**src/rtl/sdcmd_pkg.sv**
```systemverilog
package sdcmd_pkg;

  typedef enum logic [2:0] {
    OP_NORMAL = 3'd0,
    OP_NOP    = 3'd1,
    OP_PALL   = 3'd2,
    OP_AREF   = 3'd3,
    OP_LMR    = 3'd4
  } op_e;

  // configuration word, most significant field first
  typedef struct packed {
    logic [3:0] t_xsr;
    logic [3:0] t_ras;
    logic [3:0] t_rcd;
    logic [3:0] t_rp;
    logic [3:0] t_rc;
    logic [3:0] t_wr;
    logic [1:0] cas;
    logic       wide16;
    logic       bank_code;
    logic [1:0] row_code;
    logic [1:0] col_code;
  } cfg_t;

  localparam int REG_W = 32;
  localparam int TW    = 4;

  // {cs_n, ras_n, cas_n, we_n}
  localparam logic [3:0] CMD_DESEL = 4'b1111;
  localparam logic [3:0] CMD_NOP   = 4'b0111;
  localparam logic [3:0] CMD_ACT   = 4'b0011;
  localparam logic [3:0] CMD_PRE   = 4'b0010;
  localparam logic [3:0] CMD_REF   = 4'b0001;
  localparam logic [3:0] CMD_LMR   = 4'b0000;

  function automatic logic is_normal(input op_e m);
    return !(m inside {OP_NOP, OP_PALL, OP_AREF, OP_LMR});
  endfunction

endpackage

```
**src/rtl/sdcmd_regs.sv**
```systemverilog
module sdcmd_regs
  import sdcmd_pkg::*;
#(
  parameter int RT_W   = 16,
  parameter int SIZE_W = 32
) (
  input  logic              clk,
  input  logic              rst,
  input  logic              wr_i,
  input  logic [1:0]        addr_i,
  input  logic [REG_W-1:0]  wdata_i,
  output logic [REG_W-1:0]  rdata_o,
  output op_e               op_o,
  output logic [RT_W-1:0]   period_o,
  output logic              period_load_o,
  output logic [1:0]        cas_o,
  output logic [TW-1:0]     trp_o,
  output logic [TW-1:0]     trc_o,
  output logic [TW-1:0]     tras_o,
  output logic [TW-1:0]     trcd_o,
  output logic [TW-1:0]     twr_o,
  output logic [TW-1:0]     txsr_o,
  output logic [SIZE_W-1:0] size_o
);

  localparam int SHW = 6;

  cfg_t       cfg_q;
  logic [2:0] op_q;
  logic [SHW-1:0] shift;

  assign period_load_o = wr_i && (addr_i == 2'd2);
  assign op_o   = op_e'(op_q);
  assign cas_o  = cfg_q.cas;
  assign trp_o  = cfg_q.t_rp;
  assign trc_o  = cfg_q.t_rc;
  assign tras_o = cfg_q.t_ras;
  assign trcd_o = cfg_q.t_rcd;
  assign twr_o  = cfg_q.t_wr;
  assign txsr_o = cfg_q.t_xsr;

  // rows(code+11) + cols(code+8) + banks(code+1) + bytes per word
  assign shift = SHW'(cfg_q.col_code) + SHW'(cfg_q.row_code) + SHW'(cfg_q.bank_code)
               + SHW'(20) + (cfg_q.wide16 ? SHW'(1) : SHW'(2));

  always_ff @(posedge clk) begin
    if (rst) begin
      cfg_q    <= '0;
      op_q     <= 3'd0;
      period_o <= '0;
      rdata_o  <= '0;
      size_o   <= SIZE_W'(1) << 22;
    end else begin
      if (wr_i) begin
        case (addr_i)
          2'd0:    cfg_q    <= cfg_t'(wdata_i);
          2'd1:    op_q     <= wdata_i[2:0];
          2'd2:    period_o <= wdata_i[RT_W-1:0];
          default: ;
        endcase
      end
      case (addr_i)
        2'd0:    rdata_o <= cfg_q;
        2'd1:    rdata_o <= REG_W'(op_q);
        2'd2:    rdata_o <= REG_W'(period_o);
        default: rdata_o <= '0;
      endcase
      size_o <= SIZE_W'(1) << shift;
    end
  end

endmodule

```
**src/rtl/sdcmd_rtimer.sv**
```systemverilog
module sdcmd_rtimer #(
  parameter int RT_W   = 16,
  parameter int PEND_W = 2
) (
  input  logic            clk,
  input  logic            rst,
  input  logic            run_i,
  input  logic [RT_W-1:0] period_i,
  input  logic            load_i,
  input  logic [RT_W-1:0] load_val_i,
  input  logic            take_i,
  output logic            pend_o
);

  localparam logic [PEND_W-1:0] PEND_MAX = {PEND_W{1'b1}};

  logic [RT_W-1:0]   cnt;
  logic [PEND_W-1:0] pend;
  logic              active;
  logic              expire;

  assign active = run_i && (period_i != '0);
  assign expire = active && (cnt == '0);
  assign pend_o = (pend != '0);

  always_ff @(posedge clk) begin
    if (rst) begin
      cnt  <= '0;
      pend <= '0;
    end else if (load_i) begin
      cnt  <= (load_val_i == '0) ? '0 : load_val_i - 1'b1;
      pend <= '0;
    end else begin
      if (active)
        cnt <= (cnt == '0) ? period_i - 1'b1 : cnt - 1'b1;
      if (expire && !take_i && pend != PEND_MAX)
        pend <= pend + 1'b1;
      else if (!expire && take_i)
        pend <= pend - 1'b1;
    end
  end

endmodule

```
**src/rtl/sdcmd_seq.sv**
```systemverilog
module sdcmd_seq
  import sdcmd_pkg::*;
#(
  parameter int ADDR_W     = 13,
  parameter int BA_W       = 2,
  parameter int BURST_CODE = 0
) (
  input  logic              clk,
  input  logic              rst,
  input  op_e               op_i,
  input  logic              win_req_i,
  input  logic              ref_pend_i,
  input  logic [1:0]        cas_i,
  input  logic [TW-1:0]     trp_i,
  input  logic [TW-1:0]     trc_i,
  input  logic [TW-1:0]     tras_i,
  input  logic [TW-1:0]     trcd_i,
  input  logic [TW-1:0]     twr_i,
  input  logic [TW-1:0]     txsr_i,
  output logic              ref_take_o,
  output logic              win_ack_o,
  output logic              cke_o,
  output logic              cs_n_o,
  output logic              ras_n_o,
  output logic              cas_n_o,
  output logic              we_n_o,
  output logic [BA_W-1:0]   ba_o,
  output logic [ADDR_W-1:0] addr_o
);

  localparam int CW = TW + 1;
  localparam logic [ADDR_W-1:0] ADDR_A10 = ADDR_W'(1) << 10;
  localparam logic [ADDR_W-1:0] MODE_WORD_BASE = ADDR_W'(3'(BURST_CODE));

  typedef enum logic [1:0] {S_IDLE, S_ACT, S_WAIT} st_e;

  st_e            state;
  logic [CW-1:0]  cnt;
  logic           give_ack;
  logic [3:0]     cmd_q;
  logic [CW-1:0]  act_len;
  logic [CW-1:0]  rcd_wr;

  function automatic logic [CW-1:0] at_least_one(input logic [CW-1:0] v);
    return (v == '0) ? CW'(1) : v;
  endfunction

  assign rcd_wr     = CW'(trcd_i) + CW'(twr_i);
  assign act_len    = (CW'(tras_i) > rcd_wr) ? CW'(tras_i) : rcd_wr;
  assign ref_take_o = (state == S_IDLE) && is_normal(op_i) && ref_pend_i;

  assign {cs_n_o, ras_n_o, cas_n_o, we_n_o} = cmd_q;

  always_ff @(posedge clk) begin
    if (rst) begin
      state     <= S_IDLE;
      cnt       <= '0;
      give_ack  <= 1'b0;
      win_ack_o <= 1'b0;
      cke_o     <= 1'b0;
      cmd_q     <= CMD_DESEL;
      ba_o      <= '0;
      addr_o    <= '0;
    end else begin
      win_ack_o <= 1'b0;
      cmd_q     <= CMD_DESEL;
      ba_o      <= '0;
      addr_o    <= '0;
      case (state)
        S_IDLE: begin
          if (ref_take_o) begin
            cmd_q    <= CMD_REF;
            cnt      <= at_least_one(CW'(trc_i));
            give_ack <= 1'b0;
            state    <= S_WAIT;
          end else if (win_req_i) begin
            give_ack <= 1'b1;
            state    <= S_WAIT;
            case (op_i)
              OP_NOP: begin
                cmd_q <= CMD_NOP;
                cke_o <= 1'b1;
                cnt   <= cke_o ? CW'(1) : at_least_one(CW'(txsr_i));
              end
              OP_PALL: begin
                cmd_q  <= CMD_PRE;
                addr_o <= ADDR_A10;
                cnt    <= at_least_one(CW'(trp_i));
              end
              OP_AREF: begin
                cmd_q <= CMD_REF;
                cnt   <= at_least_one(CW'(trc_i));
              end
              OP_LMR: begin
                cmd_q  <= CMD_LMR;
                addr_o <= MODE_WORD_BASE | (ADDR_W'(cas_i) << 4);
                cnt    <= CW'(2);
              end
              default: begin
                cmd_q <= CMD_ACT;
                cnt   <= at_least_one(act_len);
                state <= S_ACT;
              end
            endcase
          end
        end
        S_ACT: begin
          if (cnt <= CW'(1)) begin
            cmd_q  <= CMD_PRE;
            addr_o <= ADDR_A10;
            cnt    <= at_least_one(CW'(trp_i));
            state  <= S_WAIT;
          end else begin
            cnt <= cnt - 1'b1;
          end
        end
        S_WAIT: begin
          if (cnt <= CW'(1)) begin
            win_ack_o <= give_ack;
            state     <= S_IDLE;
          end else begin
            cnt <= cnt - 1'b1;
          end
        end
        default: state <= S_IDLE;
      endcase
    end
  end

endmodule

```
**src/rtl/sdram_cmd_issuer.sv**
```systemverilog
module sdram_cmd_issuer
  import sdcmd_pkg::*;
#(
  parameter int ADDR_W     = 13,
  parameter int BA_W       = 2,
  parameter int RT_W       = 16,
  parameter int PEND_W     = 2,
  parameter int BURST_CODE = 0,
  parameter int SIZE_W     = 32
) (
  input  logic              clk,
  input  logic              rst,
  input  logic              reg_wr,
  input  logic [1:0]        reg_addr,
  input  logic [31:0]       reg_wdata,
  output logic [31:0]       reg_rdata,
  input  logic              win_req,
  output logic              win_ack,
  output logic              sd_cke,
  output logic              sd_cs_n,
  output logic              sd_ras_n,
  output logic              sd_cas_n,
  output logic              sd_we_n,
  output logic [BA_W-1:0]   sd_ba,
  output logic [ADDR_W-1:0] sd_addr,
  output logic [SIZE_W-1:0] size_bytes
);

  op_e             op;
  logic [RT_W-1:0] period;
  logic            period_load;
  logic [1:0]      cas;
  logic [TW-1:0]   trp, trc, tras, trcd, twr, txsr;
  logic            ref_pend;
  logic            ref_take;

  sdcmd_regs #(.RT_W(RT_W), .SIZE_W(SIZE_W)) regs_i (
    .clk(clk), .rst(rst), .wr_i(reg_wr), .addr_i(reg_addr), .wdata_i(reg_wdata),
    .rdata_o(reg_rdata), .op_o(op), .period_o(period), .period_load_o(period_load),
    .cas_o(cas), .trp_o(trp), .trc_o(trc), .tras_o(tras), .trcd_o(trcd),
    .twr_o(twr), .txsr_o(txsr), .size_o(size_bytes)
  );

  sdcmd_rtimer #(.RT_W(RT_W), .PEND_W(PEND_W)) rtimer_i (
    .clk(clk), .rst(rst), .run_i(is_normal(op)), .period_i(period),
    .load_i(period_load), .load_val_i(reg_wdata[RT_W-1:0]),
    .take_i(ref_take), .pend_o(ref_pend)
  );

  sdcmd_seq #(.ADDR_W(ADDR_W), .BA_W(BA_W), .BURST_CODE(BURST_CODE)) seq_i (
    .clk(clk), .rst(rst), .op_i(op), .win_req_i(win_req), .ref_pend_i(ref_pend),
    .cas_i(cas), .trp_i(trp), .trc_i(trc), .tras_i(tras), .trcd_i(trcd),
    .twr_i(twr), .txsr_i(txsr), .ref_take_o(ref_take), .win_ack_o(win_ack),
    .cke_o(sd_cke), .cs_n_o(sd_cs_n), .ras_n_o(sd_ras_n), .cas_n_o(sd_cas_n),
    .we_n_o(sd_we_n), .ba_o(sd_ba), .addr_o(sd_addr)
  );

endmodule

```
**config.mk**
```make
export PLATFORM = sky130hd
export DESIGN_NAME = sdram_cmd_issuer
export DESIGN_NICKNAME = d
export VERILOG_FILES = /design/src/rtl/sdcmd_pkg.sv /design/src/rtl/sdcmd_regs.sv /design/src/rtl/sdcmd_rtimer.sv /design/src/rtl/sdcmd_seq.sv /design/src/rtl/sdram_cmd_issuer.sv
export SDC_FILE = /design/constraint.sdc
export NUM_CORES = 1
export LEC_CHECK = 0
export ABC_AREA = 1
export BUFFER_PORTS_ARGS = -buffer_cell sky130_fd_sc_hd__clkbuf_2
export CAP_MARGIN = 20
export CORE_MARGIN = 2
export CORE_UTILIZATION = 35
export CTS_CLUSTER_DIAMETER = 50
export DETAILED_ROUTE_END_ITERATION = 10
export GPL_TIMING_DRIVEN = 0
export SYNTH_ARGS = -nofsm -noshare
export SYNTH_HDL_FRONTEND = slang
export SYNTH_SLANG_ARGS = --single-unit
```
**constraint.sdc**
```tcl
create_clock -name clk -period 2.6 [get_ports clk]
set_clock_uncertainty 0.2 [all_clocks]
set_input_delay 0.52 -clock clk [delete_from_list [all_inputs] [get_ports clk]]
set_output_delay 0.52 -clock clk [all_outputs]
set_load 0.1 [all_outputs]
```
After elaboration in Yosys (flattened, before gate mapping) --
Index checks and enable logic that the tools add are counted.
Cells by class: reduce and logical (&&, ||, !) cells 36, shift-type cells 1, eq/ne operators 13, add/subtract/negate cells 11, bitwise logic cells 3, mux-type cells 38, order comparisons 2
Operators with widths (number):
- $pmux W32 S3 | 1
- $mux W16 | 4
- $sub A16 B1 Y16 const B | 3
- $mux W5 | 7
- $logic_not A16 Y1 | 2
- $shl A1 B6 Y32 const A | 1
- $mux W13 | 2
- $pmux W13 S2 | 1
- $mux W4 | 6
- $pmux W11 S2 | 1
- $pmux W5 S4 | 1
- $mux W2 | 8
- $reduce_bool A16 Y1 | 1
- $pmux W5 S3 | 1
- $logic_not A4 Y1 | 3
- $pmux W3 S4 | 1
- $mux W11 | 1
- $logic_and A1 B1 Y1 | 8
- $pmux W4 S2 | 1
- $reduce_and A2 Y1 | 4
- $reduce_bool A2 Y1 | 4
- $add A6 B1 Y6 | 1
- $add A6 B5 Y6 const B | 1
- $add A6 B6 Y6 | 1
- 28 further kinds | 40
Storage, ports and cells: register bits after elaboration 160, logic and storage cells 128, input port bits 38

Logic depth before layout (Yosys ltp) --
Gate-level depths: netlist (run 1).
depth in word-level cells 9, gate-level depth with buffers 20

Modules after synthesis --
From an unflattened synthesis (run 1), not the netlist that was laid out.
Unflattened totals: cell total of the unflattened synthesis 1156, area total of the unflattened synthesis 7659.8 sq um
Modules (own cells, without submodules):
- sdcmd_regs | instances 1, area each 4116.4 sq um, cells each 572, sequential area each 1981.9 sq um
- sdcmd_rtimer | instances 1, area each 1935.6 sq um, cells each 339, sequential area each 360.3 sq um
- sdcmd_seq | instances 1, area each 1577.8 sq um, cells each 237, sequential area each 340.3 sq um
- sdram_cmd_issuer | instances 1, area each 30.0 sq um, cells each 8, sequential area each 0.0 sq um

Worst setup path after synthesis (run 1) --
OpenSTA, ideal clock, no wires.
path type register to register, start point register regs_i.cfg_q (netlist bit regs_i.twr_o[0]), end point register seq_i.cnt[0], clock period less this slack 2684 ps, slack -84 ps, data required time 2329 ps, stages on the path, launching flop included 18, buffers on the path 0, arrival 2414 ps, cells stage by stage dfxtp_1 ha_1 fa_1 xor2_1 inv_1 ha_1 nand2_1 o21ai_0 nand2_1 nand2_1 nand2_1 nor2_1 nand2_1 nand2_1 nand2_1 nand2_1 nand2_1 a21oi_1
Between the ends: longest elaborated chain between the ends 9
RTL lines:
- start, declared | line sdcmd_regs.sv:28 | cfg_t cfg_q;
- start signal, assigned | line sdcmd_regs.sv:56 | 2'd0: cfg_q <= cfg_t'(wdata_i);
- $add A4 B4 Y5 (*) | line sdcmd_seq.sv:48 | assign rcd_wr = CW'(trcd_i) + CW'(twr_i);
- $gt A4 B5 Y1 | line sdcmd_seq.sv:49 | assign act_len = (CW'(tras_i) > rcd_wr) ? CW'(tras_i) : rcd_wr;
- $mux W5 (*) | line sdcmd_seq.sv:49
- $logic_not A5 Y1 | line sdcmd_seq.sv:45 | return (v == '0) ? CW'(1) : v;
- $mux W5 (*) | line sdcmd_seq.sv:45
- $pmux W5 S4 (*) | line sdcmd_seq.sv:79 | case (op_i)
- $mux W5 (*) | line sdcmd_seq.sv:76 | end else if (win_req_i) begin
- $mux W5 (*) | line sdcmd_seq.sv:71 | if (ref_take_o) begin
- $pmux W5 S3 (*) | line sdcmd_seq.sv:69 | case (state)
- end signal, assigned | line sdcmd_seq.sv:73 | cnt <= at_least_one(CW'(trc_i));
- end signal, assigned | line sdcmd_seq.sv:83 | cnt <= cke_o ? CW'(1) : at_least_one(CW'(txsr_i));
- end signal, assigned | line sdcmd_seq.sv:88 | cnt <= at_least_one(CW'(trp_i));
- end, declared | line sdcmd_seq.sv:38 | logic [CW-1:0] cnt;
Mark *: on every way between the ends. The rest lies on a longest branch, timed or not. The select of a mux whose other input is x is not followed. A chain may end at the register's enable or synchronous reset.

Worst setup path after layout (run 1) --
Ends and elaborated chain as after synthesis.

==> results.cfg, run 1 <==
[setup_path]
ff2ff_path_depth = 18
cp.depth = 18
slowest_delay_ns = 0.39
arrival_ns = 2.84
critPathBufInv = 2
crit_chain = ha_4 > fa_2 > xor2_2 > inv_2 > ha_4 > nand2_4 > nor2_4 > nor2_4 > buf_4 > nand3_1 > nand2_2 > nor2_2 > nand2_1 > nand2_1 > nand2_1 > nand2_1 > nand2_1 > a21oi_2
critPathKind = reg2reg
startpoint_type = flop
cpMostUsedCell = nand2_1
cp-endpoint = seq_i.cnt[0]$_SDFFE_PP0P_
crit_path_start = regs_i.twr_o[0]$_SDFFE_PP0P_
r2r_slack_ns = -0.15
r2r-start = regs_i.twr_o[0]$_SDFFE_PP0P_
cp_slowest_cell = fa_2
r2r_end = seq_i.cnt[0]$_SDFFE_PP0P_
worst_setup_path_end_kind = flop
path_max_fanout = 4
critical-path-top-delay-family = simple AND/OR/NAND/NOR gates
required_ns = 2.69

[routing]
top_layer = met4
drc_errors = 0
met3_length_mm = 1.15
wl_met1_mm = 9.19
num_vias = 6604
drtAntennaViolNets = 0
vias_per_cell = 4.80
wire_per_inst_um = 14.9
routed-wl-met2_mm = 9.76
first_iter_violations = 451
drt_wl_total_mm = 20.5
first_pass_iters = 5

[synth]
async_reset_ff_share_pct = 0
post_synth_most_frequent_cells = 168 x nand2_1, 134 x dfxtp_1, 116 x inv_1
syn_area_sq_um = 6790
synth_top_area_share_pct = 39.5
syn_avg_cell_area_sq_um = 7.09
ys_ff_latch = 134
synth-edff-count = 0
yosysSeqAreaShare_pct = 39.5
synth_cell_types = 46
ys.flop_type = dfxtp_1
yosysWarnings = 0
ys_top_cells_by_area = dfxtp_1 40%, nand2_1 9.3%, a21oi_1 7.6%, inv_1 6.4%, nor2_1 5.1%
synth_most_common_cell = nand2_1
syn_inst = 957
yosys.area.top_type = dfxtp_1

[timing]
min_period_ns = 2.75
worstMarginPinSlew_ns = 0.686
fin_hold_ws_ns = 0.139
slew_headroom_pct = 54.2
slew_viol_final = 0
rsz0062_at_grt = true
setup_viol = 4
setup_slack_ns = -0.155
finalHoldViolCount = 0
clock.fmax_mhz = 363
fin_crit_sh_pct = 106

[power]
peakVddDrop_mv = 0.377
p_leak_nw = 3.92
power_density_nw_per_um2 = 876

[cells_and_area]
fillers = 1971
final_cell_area_sq_um = 8550
nets = 1163
drive_above_1_share_pct = 22.2
syn_to_final_growth_pct = 25.9
final_core_util_pct = 45.3
diodes = 0

[clock_tree]
cts_tree = done
cts_root_buf = clkbuf_16
cts.clk_slew.worst_paths_ns = 0.06
htree_levels = 4
cts.sinks = 134
cts_buffers = 17
clk-insertion-delay-late_ns = 0.42
clock_path_buffers = 2

[floorplanning]
core_sq_um = 18900
die_x_um = 143
io-pin-count = 123
rows = 50
die_h_um = 143
initial_core_util_pct = 35.9
die_area_sq_um = 20500

[global_routing]
grt_pass1_wl_mm = 31.6
grt_max_degree = 17
first_global_vias = 6109
overflow = 0
grt_use_total_pct = 19.8
antenna_found_initial = 0

[status]
status = finished with violations
violations = negative setup slack

[worst_hold_path]
worstHoldPathCells = 3
hp-class = in2reg

[placed_design]
postPlaceCellArea_sq_um = 7680
dpl.hpwl_mm = 15.5
gp_congestion = 0.915
io_buffers = 93
place_ws_ns = -0.343

[job]
drv_cap = 0
==> cells by family after synthesis <==
| family | share of synthesized area, % |
|---|---|
| xor gates and xnor gates | 1.94 |
| adders and majority gates | 4.50 |
| DFF | 39.5 |
| other | 0.0552 |
| and+or+nand+nor | 24.4 |
| buffers and inverters | 12.6 |
| AOI/OAI and AO/OA | 17.0 |
==> worst min-delay path: cells and delay by family <==
family	cells	cell delay [ns]
simple gates	2	0.13
buf+inv	1	0.08
==> report_power, final <==
group	leakage [nW]	switching, W	internal [W]
registers	1.10	0.000141	0.00225
logic	2.53	0.00185	0.000762
clock network	0.290	0.000968	0.00151
==> flip-flops by register name, indices dropped and copies added (netlist names), 4 cells and up <==
register         flops
regs_i.cfg_q         6
regs_i.period_o     16
regs_i.rdata_o      32
regs_i.size_o       16
regs_i.tras_o        4
regs_i.trc_o         4
regs_i.trcd_o        4
regs_i.trp_o         4
regs_i.twr_o         4
regs_i.txsr_o        4
rtimer_i.cnt        16
seq_i.cmd_q          4
seq_i.cnt            5
==> final cells by class <==
type	count	area [sq um]	share of cell area, %
timing repair buffer	100	522	6.10
clock inverter	15	176	2.06
multi-input combinational	658	3550	41.5
sequential	134	2690	31.5
clock buffer	17	425	4.98
buffer	59	359	4.20
tap	260	325	3.81
inverter	133	499	5.84
==> how the worst min path moves through the flow <==
stage               slack [ns]                   startpoint                             to
finish                    0.14                reg_wdata[21]  regs_i.trcd_o[1]$_SDFFE_PP0P_
global route              0.17                reg_wdata[20]  regs_i.trcd_o[0]$_SDFFE_PP0P_
CTS                       0.12                reg_wdata[21]  regs_i.trcd_o[1]$_SDFFE_PP0P_
detailed placement        0.24  seq_i.give_ack$_SDFFE_PP0P_     seq_i.win_ack_o$_SDFF_PP0_
global placement          0.24  seq_i.give_ack$_SDFFE_PP0P_     seq_i.win_ack_o$_SDFF_PP0_
floorplan                 0.22  seq_i.give_ack$_SDFFE_PP0P_     seq_i.win_ack_o$_SDFF_PP0_
==> routing by layer <==
layer  vias up  GRT usage (%)
met2       192           32.7
li1       3359              -
met3        26           3.89
met1      3027           25.8
met5         -              0
met4         0           6.86
==> cells in the final DEF (no fill, tap or decap), types with 17 or more instances in the layout <==
cell type and instances:
clkbuf_2 94, inv_1 114, conb_1 28, nand2_1 157
nand3_1 54, a21oi_1 98, clkbuf_1 22, buf_4 35
nor2_1 89, dfxtp_1 129, o21ai_0 61, nor3_1 21
inv_2 19, o21ai_1 20, clkbuf_16 17
==> metrics by stage <==
stage                     TNS [ns]  cells  power (W)
after global routing        -0.778   1376    0.00789
after global placement       -1.50   1337    0.00485
after floorplan                  0    984    0.00437
final                       -0.364   1376    0.00749
after detailed placement     -1.59   1337    0.00487
after CTS                   -0.116   1371    0.00737
==> repair_timing <==
item / in CTS / in global routing
hold buffers: 0 / 0
resized for setup: 12 / 39
buffers inserted: 2 / 5
endpoints found under the setup margin: 4 / 20
cloned: 0 / 0
pin swaps: 4 / 21
(Power assumes the default switching activity.)
==> run 2, diff against run 1 <==
--- a/config.mk
+++ b/config.mk
@@ -6,9 +6,9 @@
 export NUM_CORES = 1
 export LEC_CHECK = 0
 export ABC_AREA = 1
-export BUFFER_PORTS_ARGS = -buffer_cell sky130_fd_sc_hd__clkbuf_2
+export BUFFER_PORTS_ARGS = -buffer_cell sky130_fd_sc_hd__buf_2
 export CAP_MARGIN = 20
-export CORE_MARGIN = 2
+export CORE_MARGIN = 1.5
 export CORE_UTILIZATION = 35
 export CTS_CLUSTER_DIAMETER = 50
 export DETAILED_ROUTE_END_ITERATION = 10
==> constraint.sdc (replaced) <==
create_clock -name clk -period 3 [get_ports clk]
set_clock_uncertainty 0.2 [all_clocks]
set_input_delay 0.6 -clock clk [delete_from_list [all_inputs] [get_ports clk]]
set_output_delay 0.6 -clock clk [all_outputs]
set_load 0.1 [all_outputs]
==> run 2 against run 1 <==
  * The run now ends clean
  * Combinational power is 18% lower
  * Non-clock buffer count is 7 lower
  * First-iteration DRC count is 1.8% lower
  * Die area is 1.4% lower
  * Highest routed layer unchanged
==> results.cfg, run 2 (synthesized netlist as in run 1, its figures left out) <==
[global_routing]
antenna_found_initial = 0
overflow = 0
grt_use_total_pct = 20.2
grt_pass1_wl_mm = 31.7
first_global_vias = 6018
grt_max_degree = 17

[status]
status = complete, no violations

[timing]
worstMarginPinSlew_ns = 0.725
fin_hold_ws_ns = 0.211
setup_viol = 0
clock.fmax_mhz = 353
finalHoldViolCount = 0
setup_slack_ns = 0.165
slew_headroom_pct = 51.7
slew_viol_final = 0
fin_crit_sh_pct = 94.5
rsz0062_at_grt = false
min_period_ns = 2.84

[routing]
first_pass_iters = 5
drc_errors = 0
vias_per_cell = 4.72
drtAntennaViolNets = 0
first_iter_violations = 443
num_vias = 6467
drt_wl_total_mm = 20.0
wire_per_inst_um = 14.6

[clock_tree]
holdBufCountCts = 0
cts.sinks = 134
clk-insertion-delay-late_ns = 0.42
cts_setup_buffers = 0
cts.clk_slew.worst_paths_ns = 0.06
cts_buffers = 17
clock_path_buffers = 2
cts_root_buf = clkbuf_16
htree_levels = 4
cts_tree = done

[cells_and_area]
regArea_sq_um = 2680
syn_to_final_growth_pct = 22.4
regMostFlops = regs_i.rdata_o
largest_reg_flops = 32
nets = 1156
fillers = 2016
layout_commonest_cell = nand2_1
diodes = 0
drive_above_1_share_pct = 18.7
final_core_util_pct = 44.0
final_cell_mix = 167 x nand2_1, 134 x dfxtp_1, 116 x inv_1
multi_input_area_sq_um = 3370

[worst_hold_path]
hp-class = in2reg

[setup_path]
cp_slowest_cell = fa_2
crit_chain = ha_1 > fa_2 > xor2_2 > inv_1 > ha_1 > nand2_1 > nor2_1 > nor2_2 > nand2_2 > nand2_1 > nand2_1 > nor2_1 > nand2_1 > nand2_1 > nand2_1 > nand2_1 > nand2_1 > a21oi_1
startpoint_type = flop
required_ns = 3.15
r2r_slack_ns = 0.16
critPathKind = reg2reg
slowest_delay_ns = 0.38
worst_setup_path_end_kind = flop
path_max_fanout = 5
arrival_ns = 2.98
cpMostUsedCell = nand2_1

[placed_design]
gp_congestion = 0.903
io_buffers = 93
place_ws_ns = -0.0131
dpl.hpwl_mm = 15.3

[job]
drv_cap = 0

[floorplanning]
die_area_sq_um = 20200
die_x_um = 142
core_sq_um = 18900
io-pin-count = 123
initial_core_util_pct = 35.9
die_h_um = 142
rows = 50

[power]
p_leak_nw = 3.89
power_density_nw_per_um2 = 765
peakVddDrop_mv = 0.323
run 2: cell count changes in the layout (fill, tap and decap cells not counted), moves of 6 or more:
cell,delta
clkbuf_2,-93
nand2_2,-6
buf_4,-6
nand2_1,+10
buf_2,+93
run 2: per-stage QoR:
stage	TNS [ns]	power, W	instances	area, sq um
2_1_floorplan	0	0.00379	984	6890
3_3_place_gp	0	0.00421	1337	7680
3_5_place_dp	-0.0131	0.00422	1337	7680
4_1_cts	0	0.00636	1369	8290
5_1_grt	0	0.00670	1369	8310
6_report	0	0.00636	1369	8310
run 2: repair_timing:
action                                  CTS  global route
endpoints found under the setup margin    1             3
resized for setup                         1             6
gates cloned                              0             0
run 2: final cells by class:
class                           count  share of cell area (%)
Multi-Input combinational cell    658                    40.6
Sequential cell                   134                    32.3
Inverter                          133                    6.01
Timing Repair Buffer               93                    5.60
Clock buffer                       18                    5.17
Buffer                             59                    4.32
Tap cell                          260                    3.92
Clock inverter                     14                    2.11
run 2: metal layers:
layer | up-vias | track usage, % | wire length (um) | share of wire [%]
li1 | 3338 | - | - | -
met1 | 2943 | 26.6 | 9360 | 47
met2 | 161 | 33.4 | 9420 | 47
met3 | 25 | 4.41 | 923 | 4.6
met4 | 0 | 5.70 | 308 | 1.5
met5 | - | 0 | 0 | 0
run 2: worst paths after layout:
path,from,end,cells past startpoint
max reg2reg,regs_i.twr_o[0]$_SDFFE_PP0P_,seq_i.cnt[0]$_SDFFE_PP0P_,18
min reg2reg,seq_i.give_ack$_SDFFE_PP0P_,seq_i.win_ack_o$_SDFF_PP0_,2
max,regs_i.twr_o[0]$_SDFFE_PP0P_,seq_i.cnt[0]$_SDFFE_PP0P_,18
min,reg_wdata[21],regs_i.trcd_o[1]$_SDFFE_PP0P_,3
run 2: power by group:
group / switching [W] / internal, W
Combinational: 0.00155 / 0.000602
Sequential: 0.000115 / 0.00195
Clock: 0.000824 / 0.00131
run 2: critical path: cells and delay by family, from the launching register on:
kind | cells | cell delay (ns)
xor+xnor | 1 | 0.17
compound gates | 1 | 0.12
simple gates | 12 | 1.00
flops | 1 | 0.34
fa+ha+maj | 3 | 0.88
buf+inv | 1 | 0.07
==> run 3, diff against run 2 <==
--- a/config.mk
+++ b/config.mk
@@ -8,11 +8,14 @@
 export ABC_AREA = 1
 export BUFFER_PORTS_ARGS = -buffer_cell sky130_fd_sc_hd__buf_2
 export CAP_MARGIN = 20
+export CELL_PAD_IN_SITES_DETAIL_PLACEMENT = 2
+export CELL_PAD_IN_SITES_GLOBAL_PLACEMENT = 2
 export CORE_MARGIN = 1.5
-export CORE_UTILIZATION = 35
+export CORE_UTILIZATION = 31
 export CTS_CLUSTER_DIAMETER = 50
 export DETAILED_ROUTE_END_ITERATION = 10
 export GPL_TIMING_DRIVEN = 0
+export PLACE_DENSITY_LB_ADDON = 0.1
 export SYNTH_ARGS = -nofsm -noshare
 export SYNTH_HDL_FRONTEND = slang
 export SYNTH_SLANG_ARGS = --single-unit
==> run 3 against run 2 <==
  * Cell area increased by 3.0%
  * Utilization decreased by 3.7 points
  * Sequential share of layout area decreased by 0.85 points
  * Register-to-register slack got worse by 0.10 ns
  * Worst hold slack improved by 0.015 ns
  * Cell count increased by 1.9%
  * Critical endpoint unchanged
  * Largest cell class unchanged
  * Largest power group unchanged
==> results.cfg, run 3 (synthesized netlist as in run 1, its figures left out) <==
[job]
drv_cap = 0

[setup_path]
required_ns = 3.08
crit_path_start = regs_i.twr_o[0]$_SDFFE_PP0P_
startpoint_type = flop
worst_setup_path_end_kind = flop
arrival_ns = 3.02
r2r-start = regs_i.twr_o[0]$_SDFFE_PP0P_
r2r_slack_ns = 0.06
r2r_end = seq_i.cnt[0]$_SDFFE_PP0P_
ff2ff_path_depth = 15
critPathKind = reg2reg
cp-endpoint = seq_i.cnt[0]$_SDFFE_PP0P_
path_max_fanout = 5

[floorplanning]
io-pin-count = 123
core_sq_um = 21200
die_h_um = 151
die_x_um = 151
initial_core_util_pct = 32.0
die_area_sq_um = 22800
rows = 53

[status]
status = complete, no violations

[clock_tree]
cts.clk_slew.worst_paths_ns = 0.07
clk-insertion-delay-late_ns = 0.42
htree_levels = 4
cts_tree = done
clock_path_buffers = 2
cts_root_buf = clkbuf_16
cts_buffers = 17
cts.sinks = 134

[power]
peakVddDrop_mv = 0.389
p_leak_nw = 3.95
power_density_nw_per_um2 = 777

[routing]
drc_errors = 0
num_vias = 6989
first_iter_violations = 278
drtAntennaViolNets = 0
wire_per_inst_um = 18.7
top_layer = met4
routed-wl-met2_mm = 12.9
met3_length_um = 884
vias_per_cell = 5.01
drt_wl_total_mm = 26.1
wl_met1_mm = 12.1
first_pass_iters = 4

[timing]
setup_viol = 0
worstMarginPinSlew_ns = 0.739
finalHoldViolCount = 0
slew_viol_final = 0
min_period_ns = 2.94
fin_hold_ws_ns = 0.226
fin_crit_sh_pct = 97.8
clock.fmax_mhz = 341
slew_headroom_pct = 50.7

[cells_and_area]
syn_to_final_growth_pct = 26.0
nets = 1166
final_cell_mix = 159 x nand2_1, 131 x dfxtp_1, 115 x inv_1
regMostFlops = regs_i.rdata_o
drive_above_1_share_pct = 21.5
final_core_util_pct = 40.3
largest_reg_flops = 32
layout_commonest_cell = nand2_1

[global_routing]
grt_max_degree = 17
antenna_found_initial = 0
grt_use_total_pct = 23.1
first_global_vias = 7324
grt_pass1_wl_mm = 40.0
overflow = 0

[placed_design]
dpl.hpwl_mm = 19.8
gp_congestion = 0.795
io_buffers = 93

[worst_hold_path]
hp-class = in2reg
run 3: cell count changes in the layout (fill, tap and decap cells not counted), sizes merged:
cell,previous run,this run
clkbuf,41,42
diode,0,1
clkinv,5,4
buf,129,139
run 3: timing repair:
| item | 4_1_cts | 5_1_grt |
|---|---|---|
| setup endpoints to repair | 4 | 5 |
| pin swaps | 1 | 15 |
| resized for setup | 7 | 34 |
| hold buffers | 0 | 0 |
| buffers inserted | 1 | 9 |
| hold endpoints to repair | 0 | 0 |
run 3: area by class of cell:
cell class	instances	area [sq um]
fillers	2562	12700
multi-input cells	658	3510
flip-flops and latches	134	2690
repair buffers	103	541
inverters	133	499
clock buffers	19	433
plain buffers	59	359
well taps	275	344
clock inverters	13	173
diodes	1	2.50
run 3: critical path, stage by stage (launching register included):
cell and delay [ns]:
dfxtp_4 0.36, ha_4 0.16, fa_2 0.41, xor2_2 0.22
inv_2 0.07, ha_4 0.27, nand2_4 0.06, o21ai_4 0.21
nand2_4 0.12, buf_4 0.15, o21ai_0 0.20, nand2_2 0.12
nand2_1 0.07, nand2_1 0.05, nand2_1 0.06, a21oi_1 0.06
run 3: per-stage QoR:
step | setup TNS (ns) | setup slack [ns] | total power (W) | instances | instance area, sq um
floorplan | 0 | 0.316 | 0.00379 | 984 | 6890
global placement | -0.225 | -0.148 | 0.00430 | 1352 | 7700
detailed placement | -0.540 | -0.236 | 0.00437 | 1352 | 7700
CTS | 0 | 0.0156 | 0.00659 | 1385 | 8330
global route | -0.104 | -0.104 | 0.00705 | 1394 | 8550
finish | 0 | 0.0649 | 0.00664 | 1395 | 8550
run 3: power breakdown:
group          internal [W]  total (W)  leakage [nW]  switching (W)
sequential          0.00195    0.00208          1.10       0.000129
combinational      0.000666    0.00238          2.57        0.00172
clock               0.00132    0.00218         0.286       0.000859
total               0.00394    0.00664          3.95        0.00271
run 3: worst min-delay path by stage:
stage | depth (start not counted) | slack [ns] | startpoint | end
2_1_floorplan | 2 | 0.22 | seq_i.give_ack$_SDFFE_PP0P_ | seq_i.win_ack_o$_SDFF_PP0_
3_3_place_gp | 2 | 0.24 | seq_i.give_ack$_SDFFE_PP0P_ | seq_i.win_ack_o$_SDFF_PP0_
3_5_place_dp | 2 | 0.25 | seq_i.give_ack$_SDFFE_PP0P_ | seq_i.win_ack_o$_SDFF_PP0_
4_1_cts | 3 | 0.21 | reg_wdata[21] | regs_i.trcd_o[1]$_SDFFE_PP0P_
5_1_grt | 3 | 0.25 | reg_wdata[21] | regs_i.trcd_o[1]$_SDFFE_PP0P_
6_report | 3 | 0.23 | reg_wdata[21] | regs_i.trcd_o[1]$_SDFFE_PP0P_
run 3: layer usage:
layer | track usage (%) | vias up
met5 | 0 | -
met4 | 4.47 | 0
met3 | 3.31 | 15
met2 | 39.8 | 134
met1 | 30.8 | 3471
li1 | - | 3369
